**config.mk**
```make
export PLATFORM = sky130hd
export DESIGN_NAME = swclk_div
export DESIGN_NICKNAME = d
export VERILOG_FILES = /design/src/rtl/swclk_div.sv
export SDC_FILE = /design/constraint.sdc
export NUM_CORES = 1
export LEC_CHECK = 0
export BUFFER_PORTS_ARGS = -buffer_cell sky130_fd_sc_hd__buf_2
export CAP_MARGIN = 20
export CORE_ASPECT_RATIO = 0.6
export CORE_MARGIN = 3
export CORE_UTILIZATION = 40
export CTS_BUF_LIST = sky130_fd_sc_hd__clkbuf_8
export DETAILED_ROUTE_END_ITERATION = 10
export REMOVE_ABC_BUFFERS = 1
export SYNTH_ARGS = -nofsm -noshare
export SYNTH_HDL_FRONTEND = slang
export SYNTH_SLANG_ARGS = --single-unit
```
**constraint.sdc**
```tcl
create_clock -name clk -period 5.6 [get_ports clk]
set_input_delay 0.84 -clock clk [delete_from_list [all_inputs] [get_ports clk]]
set_output_delay 0.84 -clock clk [all_outputs]
set_load 0.02 [all_outputs]
```
**src/rtl/swclk_div.sv**
```systemverilog
module swclk_div #(
  parameter int unsigned SYS_HZ   = 12_000_000,
  parameter int unsigned F_MIN_HZ = 700_000,
  parameter int unsigned F_MAX_HZ = 800_000
) (
  input  logic       clk,
  input  logic       rst_n,
  input  logic [2:0] ratio_sel,
  input  logic       enable,
  input  logic       spk_active,
  output logic       sw_clk,
  output logic [2:0] applied_sel,
  output logic       out_of_range
);
  localparam int MAXN = 16;
  localparam int CW   = $clog2(MAXN);

  function automatic logic [CW:0] ratio_of(input logic [2:0] s);
    case (s)
      3'd0: ratio_of = (CW+1)'(1);
      3'd1: ratio_of = (CW+1)'(2);
      3'd2: ratio_of = (CW+1)'(3);
      3'd3: ratio_of = (CW+1)'(4);
      3'd4: ratio_of = (CW+1)'(6);
      3'd5: ratio_of = (CW+1)'(8);
      3'd6: ratio_of = (CW+1)'(12);
      default: ratio_of = (CW+1)'(16);
    endcase
  endfunction

  logic [2:0]    sel_sh, cur_sel;
  logic          en_sh, run_q, div_q, bypass_q;
  logic [CW-1:0] cnt;
  logic [CW:0]   n_cur, n_new, cnt_inc;
  logic          boundary, load;

  assign n_cur    = ratio_of(cur_sel);
  assign n_new    = ratio_of(sel_sh);
  assign cnt_inc  = {1'b0, cnt} + 1'b1;
  assign boundary = !run_q || ({1'b0, cnt} == n_cur - 1'b1);
  assign load     = boundary && !spk_active;

  always_ff @(posedge clk or negedge rst_n) begin
    if (!rst_n) begin
      sel_sh   <= 3'b111;
      cur_sel  <= 3'b111;
      en_sh    <= 1'b0;
      run_q    <= 1'b0;
      cnt      <= '0;
      div_q    <= 1'b0;
      bypass_q <= 1'b0;
    end else begin
      sel_sh <= ratio_sel;
      en_sh  <= enable;
      if (load) begin
        cur_sel  <= sel_sh;
        run_q    <= en_sh;
        cnt      <= '0;
        div_q    <= en_sh && (n_new > 1);
        bypass_q <= en_sh && (n_new == 1);
      end else if (boundary) begin
        cnt      <= '0;
        div_q    <= run_q && (n_cur > 1);
        bypass_q <= run_q && (n_cur == 1);
      end else begin
        cnt   <= cnt + 1'b1;
        div_q <= cnt_inc < (n_cur >> 1);
      end
    end
  end

  assign sw_clk      = (bypass_q & clk) | div_q;
  assign applied_sel = cur_sel;

  logic [63:0] lo_lim, hi_lim;
  assign lo_lim       = 64'(F_MIN_HZ) * 64'(n_cur);
  assign hi_lim       = 64'(F_MAX_HZ) * 64'(n_cur);
  assign out_of_range = (64'(SYS_HZ) < lo_lim) || (64'(SYS_HZ) > hi_lim);

  p_cnt_in_period_r1: assert property (@(posedge clk) disable iff (!rst_n)
    run_q |-> ({1'b0, cnt} < n_cur));
  p_bypass_only_div1_r3: assert property (@(posedge clk) disable iff (!rst_n)
    bypass_q |-> (cur_sel == 3'd0 && run_q && !div_q));
  p_switch_at_boundary_r4: assert property (@(posedge clk) disable iff (!rst_n)
    !boundary |=> ($stable(cur_sel) && $stable(run_q)));
  p_hold_while_active_r5: assert property (@(posedge clk) disable iff (!rst_n)
    spk_active |=> ($stable(cur_sel) && $stable(run_q)));
  p_stop_clean_r6: assert property (@(posedge clk) disable iff (!rst_n)
    $fell(run_q) |-> ($past(boundary) && !div_q && !bypass_q));
endmodule

```
==> impl_results.md, run 1 <==
* MaxCap Viol Count at 0
* Fin worst setup slack at about 0.33 ns
* Placer congestion estimate at ~0.89
* Final ANT Viol Nets at 0
* Core area at 4680 um2
* CP Max Fanout at 15
* Share of async-settable or async-resettable flops after synthesis at between 90% and 100%
* Worst Skew at about 0.0054 ns
* DR WL/cell at 14.3 um
* Layout Nets at between 200 and 300
* R2r endpoint: applied_sel[1]
* Grt ovf at 0
* Arrival @ worst endpoint at between 4 and 5 ns
* Endpoint class of the critical path: output port
* Final wirelength at around 4300 um
* Via count at ~1,600
* Worst-path clk slew at about 0.060 ns
* Synth area leaders: ha_1 (28%), dfrtp_1 (10%), dfstp_2 (7.9%)
* Drt via density at 5.33
* Post-Syn Area at around 2000 um2
* Post-synth EDFFs at 0
* Residual DRC count at 0
* Port bufs at 11
* Ranking of synthesized cells by instance count: ha_1 (45), inv_1 (21), nand2_1 (17), a21oi_1 (12), o21ai_0 (10)
* Status: finished, final reports clean
* Initial Util at between 40% and 50%
* Yosys top cell by area: ha_1
* Final Cycle Share at 94.1%
* Row Count at 19
* Hold-fix buffers at CTS at 0
* TritonRoute pass-1 iters at 4
* Fin crit period at about 5.3 ns
* Share of post-route cells with drive strength above 1 at 14.2%
* Iter 0 DRT Violations at between 100 and 150
* Die area at 5890 um2
* Yosys warnings at 0
* Achievable frequency at between 0.15 and 0.2 GHz
* Boundary Pins at 12
* Fill cells at between 400 and 500
* Max-slew violation count at 0
* Count leader, synth: ha_1
* Post-CTS setup buffer count at 0
* Final count of negative-setup-slack endpoints at 0
* Placed instance count at a little under 300
* Crit start category: register
* Syn Area/Cell at just under 9 um2
* Register area share after synthesis at between 15 and 20%
* Synth Instances at between 200 and 250
* Number of global-route vias before repair at between 1,500 and 2,000
* TritonCTS clock tree: yes
* GRT Total Usage at 16.3%
* Crit path required time at ~4.8 ns
* Netlist cell types at 50
* Post-synth top area share at 28.2%
* Clock latency on the worst-skew pair at around 0.35 ns
* Diode count at 0
* Reg2Reg Depth at 9
* Reg2Reg Setup Slack at between 2 and 2.5 ns
* Hold Path Class: in2async
* Place WS at ~0.73 ns
* Die Span X at ~97 um
* RSZ-0062 raised after global routing: no
* Hold_ws at ~0.37 ns
* Critical path class: reg2out
* Post-route setup TNS at 0 ns
* Reg2Reg Launch Point: applied_sel[0]
* Wire length of the first global-routing pass at between 7000 and 8000 um
* Post-cts sizing count at 0
* Final hold violations at 0
* Detailed placement HPWL at roughly 3600 um
* Die H at around 61 um
* Main synth FF type: dfrtp_1
* Initial antenna violation count at 0
* #FFs+latches synth at 14
* Area grow syn2layout at 10.8%
* Non-filler cells, final at approximately 300
* Largest net degree at the start of global routing at 18
## kinds of logic after synthesis
logic type                 Yosys count  synth area share, %
other                                1                0.188
buffers and inverters               27                 5.46
and+or+nand+nor                     63                 17.0
DFF                                 14                 18.0
xor gates and xnor gates            14                 6.15
muxes                                3                 1.69
AOI/OAI and AO/OA                   53                 19.3
adders and majority gates           49                 32.3
## metal layers
layer	track usage, %	vias up	part of all wire, %
met5	0	-	0
met4	4.00	0	0.44
met3	3.90	5	5.1
met2	21.0	29	35
met1	26.2	745	59
li1	-	837	-
## layout make-up
class / instances / area [um2] / area share [%]
clock buffer: 8 / 101 / 4.59
inverter: 23 / 86.3 / 3.91
multi-input combinational: 185 / 1530 / 69.5
sequential: 14 / 358 / 16.2
tap: 63 / 78.8 / 3.57
timing repair buffer: 10 / 50.0 / 2.27
## how the worst max path moves through the flow
stage,depth (start not counted),startpoint,endpoint
after floorplan,15,applied_sel[0],out_of_range
after global placement,17,applied_sel[1],out_of_range
after detailed placement,17,applied_sel[1],out_of_range
after CTS,17,applied_sel[1],out_of_range
after global routing,17,applied_sel[1],out_of_range
final,17,applied_sel[1],out_of_range
## sequential cells by signal, indices dropped and copies added (netlist names)
signal and cells:
cnt 4, applied_sel 3, sel_sh 3, bypass_q 1
div_q 1, en_sh 1, run_q 1
## placed cells by master (no fill, tap or decap), drive strengths merged, types with 4 or more instances in the layout
master   n
o21ai   12
xnor2    8
nand2b   5
dfstp    6
dfrtp    8
nand3    8
nor2     9
nor3     4
and3     4
a21oi   13
buf     11
a21o     4
ha      45
xor2     6
nand2   17
inv     23
a31oi    5
clkbuf   7
nor2b    5
fa       4
## worst max-delay path, cell delays in order, from the launching register on
cell     delay (ns)
dfstp_2        0.68
xor2_1         0.25
nand2_1        0.20
inv_1          0.14
ha_1           0.18
ha_1           0.14
inv_1          0.06
fa_1           0.47
inv_1          0.04
ha_1           0.33
nand4_1        0.16
a221o_2        0.40
a31oi_4        0.21
o41ai_2        0.11
o21ai_1        0.17
xor2_1         0.08
a211o_1        0.28
buf_2          0.15
## through the flow
step / utilization (%) / area (um2)
2_1_floorplan: - / 1980
3_3_place_gp: 45.1 / 2110
3_5_place_dp: 45.1 / 2110
4_1_cts: 47.2 / 2210
5_1_grt: 47.2 / 2210
6_report: 47.2 / 2210
Power of run 1 is not shown: default switching activity piles up to over one toggle a cycle in this logic, so the estimate is an artifact.
==> run 2, diff against run 1 <==
- SETUP_SLACK_MARGIN: unset -> 0.5
==> run 2 against run 1 <==
Compared with the run above: critical path depth fell by 1; via count rose by 3.8%; utilization rose by 3.8 points; critical endpoint unchanged; worst hold slack improved by 0.0015 ns.
==> impl_results.md, run 2 (same netlist as run 1, synthesis figures left out) <==
* Fin crit period at 4.97 ns (was 5.27 ns)
* Initial antenna violation count at 0 (unchanged)
* Final wirelength at 4650 um (was 4340 um)
* Hold Path Class: in2async (unchanged)
* Commonest non-fill, non-tap cells in the layout: ha_1 (42), inv_1 (20), nand2_1 (16) (was ha_1 (45), inv_1 (21), nand2_1 (17))
* Final hold violations at 0 (unchanged)
* Drt via density at 5.36 (was 5.33)
* Slew @ Worst Pin at ~0.48 ns
* Biggest register: cnt (unchanged)
* Boundary Pins at 12 (unchanged)
* Largest net degree at the start of global routing at 15 (was 18)
* Wire length on met3 at 380 um (was 220 um)
* Die area at 5890 um2 (unchanged)
* Grt ovf at 0 (unchanged)
* Die Span X at 97.1 um (unchanged)
* Non-filler cells, final at 313 (was 303)
* Residual DRC count at 0 (unchanged)
* Worst Skew at 0.00634 ns (was 0.00544 ns)
* GRT Total Usage at 16.8% (was 16.3%)
* Post-route setup TNS at 0 ns (unchanged)
* Number of global-route vias before repair at 1,623 (was 1,563)
* TritonRoute pass-1 iters at 4 (unchanged)
* Reg2Reg Depth at 10 (was 9)
* Die H at 60.7 um (unchanged)
* Detailed placement HPWL at 3600 um (unchanged)
* Diode count at 0 (unchanged)
* Final count of negative-setup-slack endpoints at 0 (unchanged)
* Max reg flops at 4 (unchanged)
* Crit start category: register (unchanged)
* Fill cells at 433 (was 443)
* CP Max Fanout at 4 (was 15)
* Hold-fix buffers at CTS at 0 (unchanged)
* Arrival @ worst endpoint at 4.13 ns (was 4.43 ns)
* Row Count at 19 (unchanged)
* Hold_ws at 0.370 ns (was 0.369 ns)
* Final ANT Viol Nets at 0 (unchanged)
* Initial Util at 42.6% (unchanged)
* Fin worst setup slack at 0.627 ns (was 0.333 ns)
* Met1 WL at 2550 um (was 2580 um)
* Endpoint class of the critical path: output port (unchanged)
* Place WS at 0.725 ns (unchanged)
* DR WL/cell at 14.9 um (was 14.3 um)
* MaxCap Viol Count at 0 (unchanged)
* Share of post-route cells with drive strength above 1 at 21.6% (was 14.2%)
* Core area at 4680 um2 (unchanged)
* Final Cycle Share at 88.8% (was 94.1%)
* Critical path class: reg2out (unchanged)
* Crit path required time at 4.76 ns (about the same)
* Via count at 1,677 (was 1,616)
* Placer congestion estimate at 0.887 (unchanged)
* Layout Nets at 307 (was 297)
* RSZ-0062 raised after global routing: no (unchanged)
* Port bufs at 11 (unchanged)
* Status: finished, final reports clean (unchanged)
* Most common cell after layout, fill and taps aside: ha_1 (unchanged)
* Metal2 WL at 1700 um (was 1520 um)
* Clock latency on the worst-skew pair at 0.35 ns (about the same)
* Iter 0 DRT Violations at 117 (was 126)
* Wire length of the first global-routing pass at 7690 um (was 7500 um)
* Worst-path clk slew at 0.06 ns (about the same)
* TritonCTS clock tree: yes (unchanged)
* Max-slew violation count at 0 (unchanged)
* Rel. slew slack at between 60% and 70%
* Area grow syn2layout at 19.7% (was 10.8%)
* Placed instance count at 296 (unchanged)
* Achievable frequency at 0.201 GHz (was 0.190 GHz)
* Top sig layer: met4 (unchanged)
-- run 2: cell count changes in the layout (fill, tap and decap cells not counted), moves of 2 or more --
cell	before	now
buf_4	0	9
ha_1	45	42
ha_4	0	3
nor2b_1	5	2
buf_6	0	2
nor2b_2	0	2
-- run 2: final timing paths --
path / startpoint / to / slack, ns
setup reg to reg: applied_sel[0] / applied_sel[1] / 2.75
hold reg to reg: en_sh / run_q / 0.50
hold / removal: rst_n / cnt[1] / 0.37
min in group clk: en_sh / run_q / 0.50
max in group asynchronous: rst_n / applied_sel[1] / 4.93
setup / recovery: applied_sel[0] / out_of_range / 0.63
-- run 2: final cells by class --
class	count	area, um2	share of cell area, %
repair buffers	20	135	5.66
flip-flops and latches	14	358	15.0
well taps	63	78.8	3.30
clock buffers	8	101	4.25
inverters	23	86.3	3.62
multi-input cells	185	1630	68.2
-- run 2: metal layers --
metal / up-vias / track usage (%)
li1: 857 / -
met1: 768 / 26.1
met2: 47 / 22.0
met3: 5 / 5.17
met4: 0 / 4.00
met5: - / 0
-- run 2: critical path, cell delays in order, from the launching register on --
cell	delay (ns)
dfstp_2	0.60
nor2b_4	0.22
a21o_1	0.23
ha_4	0.18
ha_4	0.12
inv_1	0.05
fa_1	0.47
inv_1	0.07
ha_4	0.28
nand4_1	0.16
a221o_2	0.44
a31oi_4	0.20
nand2b_1	0.15
o21a_1	0.14
a211oi_2	0.07
a211o_1	0.28
buf_6	0.13
-- run 2: what timing repair did --
action | CTS | global route
pin swaps | 0 | 9
endpoints found under the setup margin | 1 | 1
cloned | 0 | 0
gates resized for setup | 4 | 14
buffers inserted | 5 | 5
-- run 2: per-stage QoR --
step / area (um2) / util, %
6_report: 2390 / 50.9
5_1_grt: 2390 / 50.9
4_1_cts: 2270 / 48.5
3_5_place_dp: 2110 / 45.1
3_3_place_gp: 2110 / 45.1
2_1_floorplan: 1980 / -
Power of run 2 is left out for the same reason.
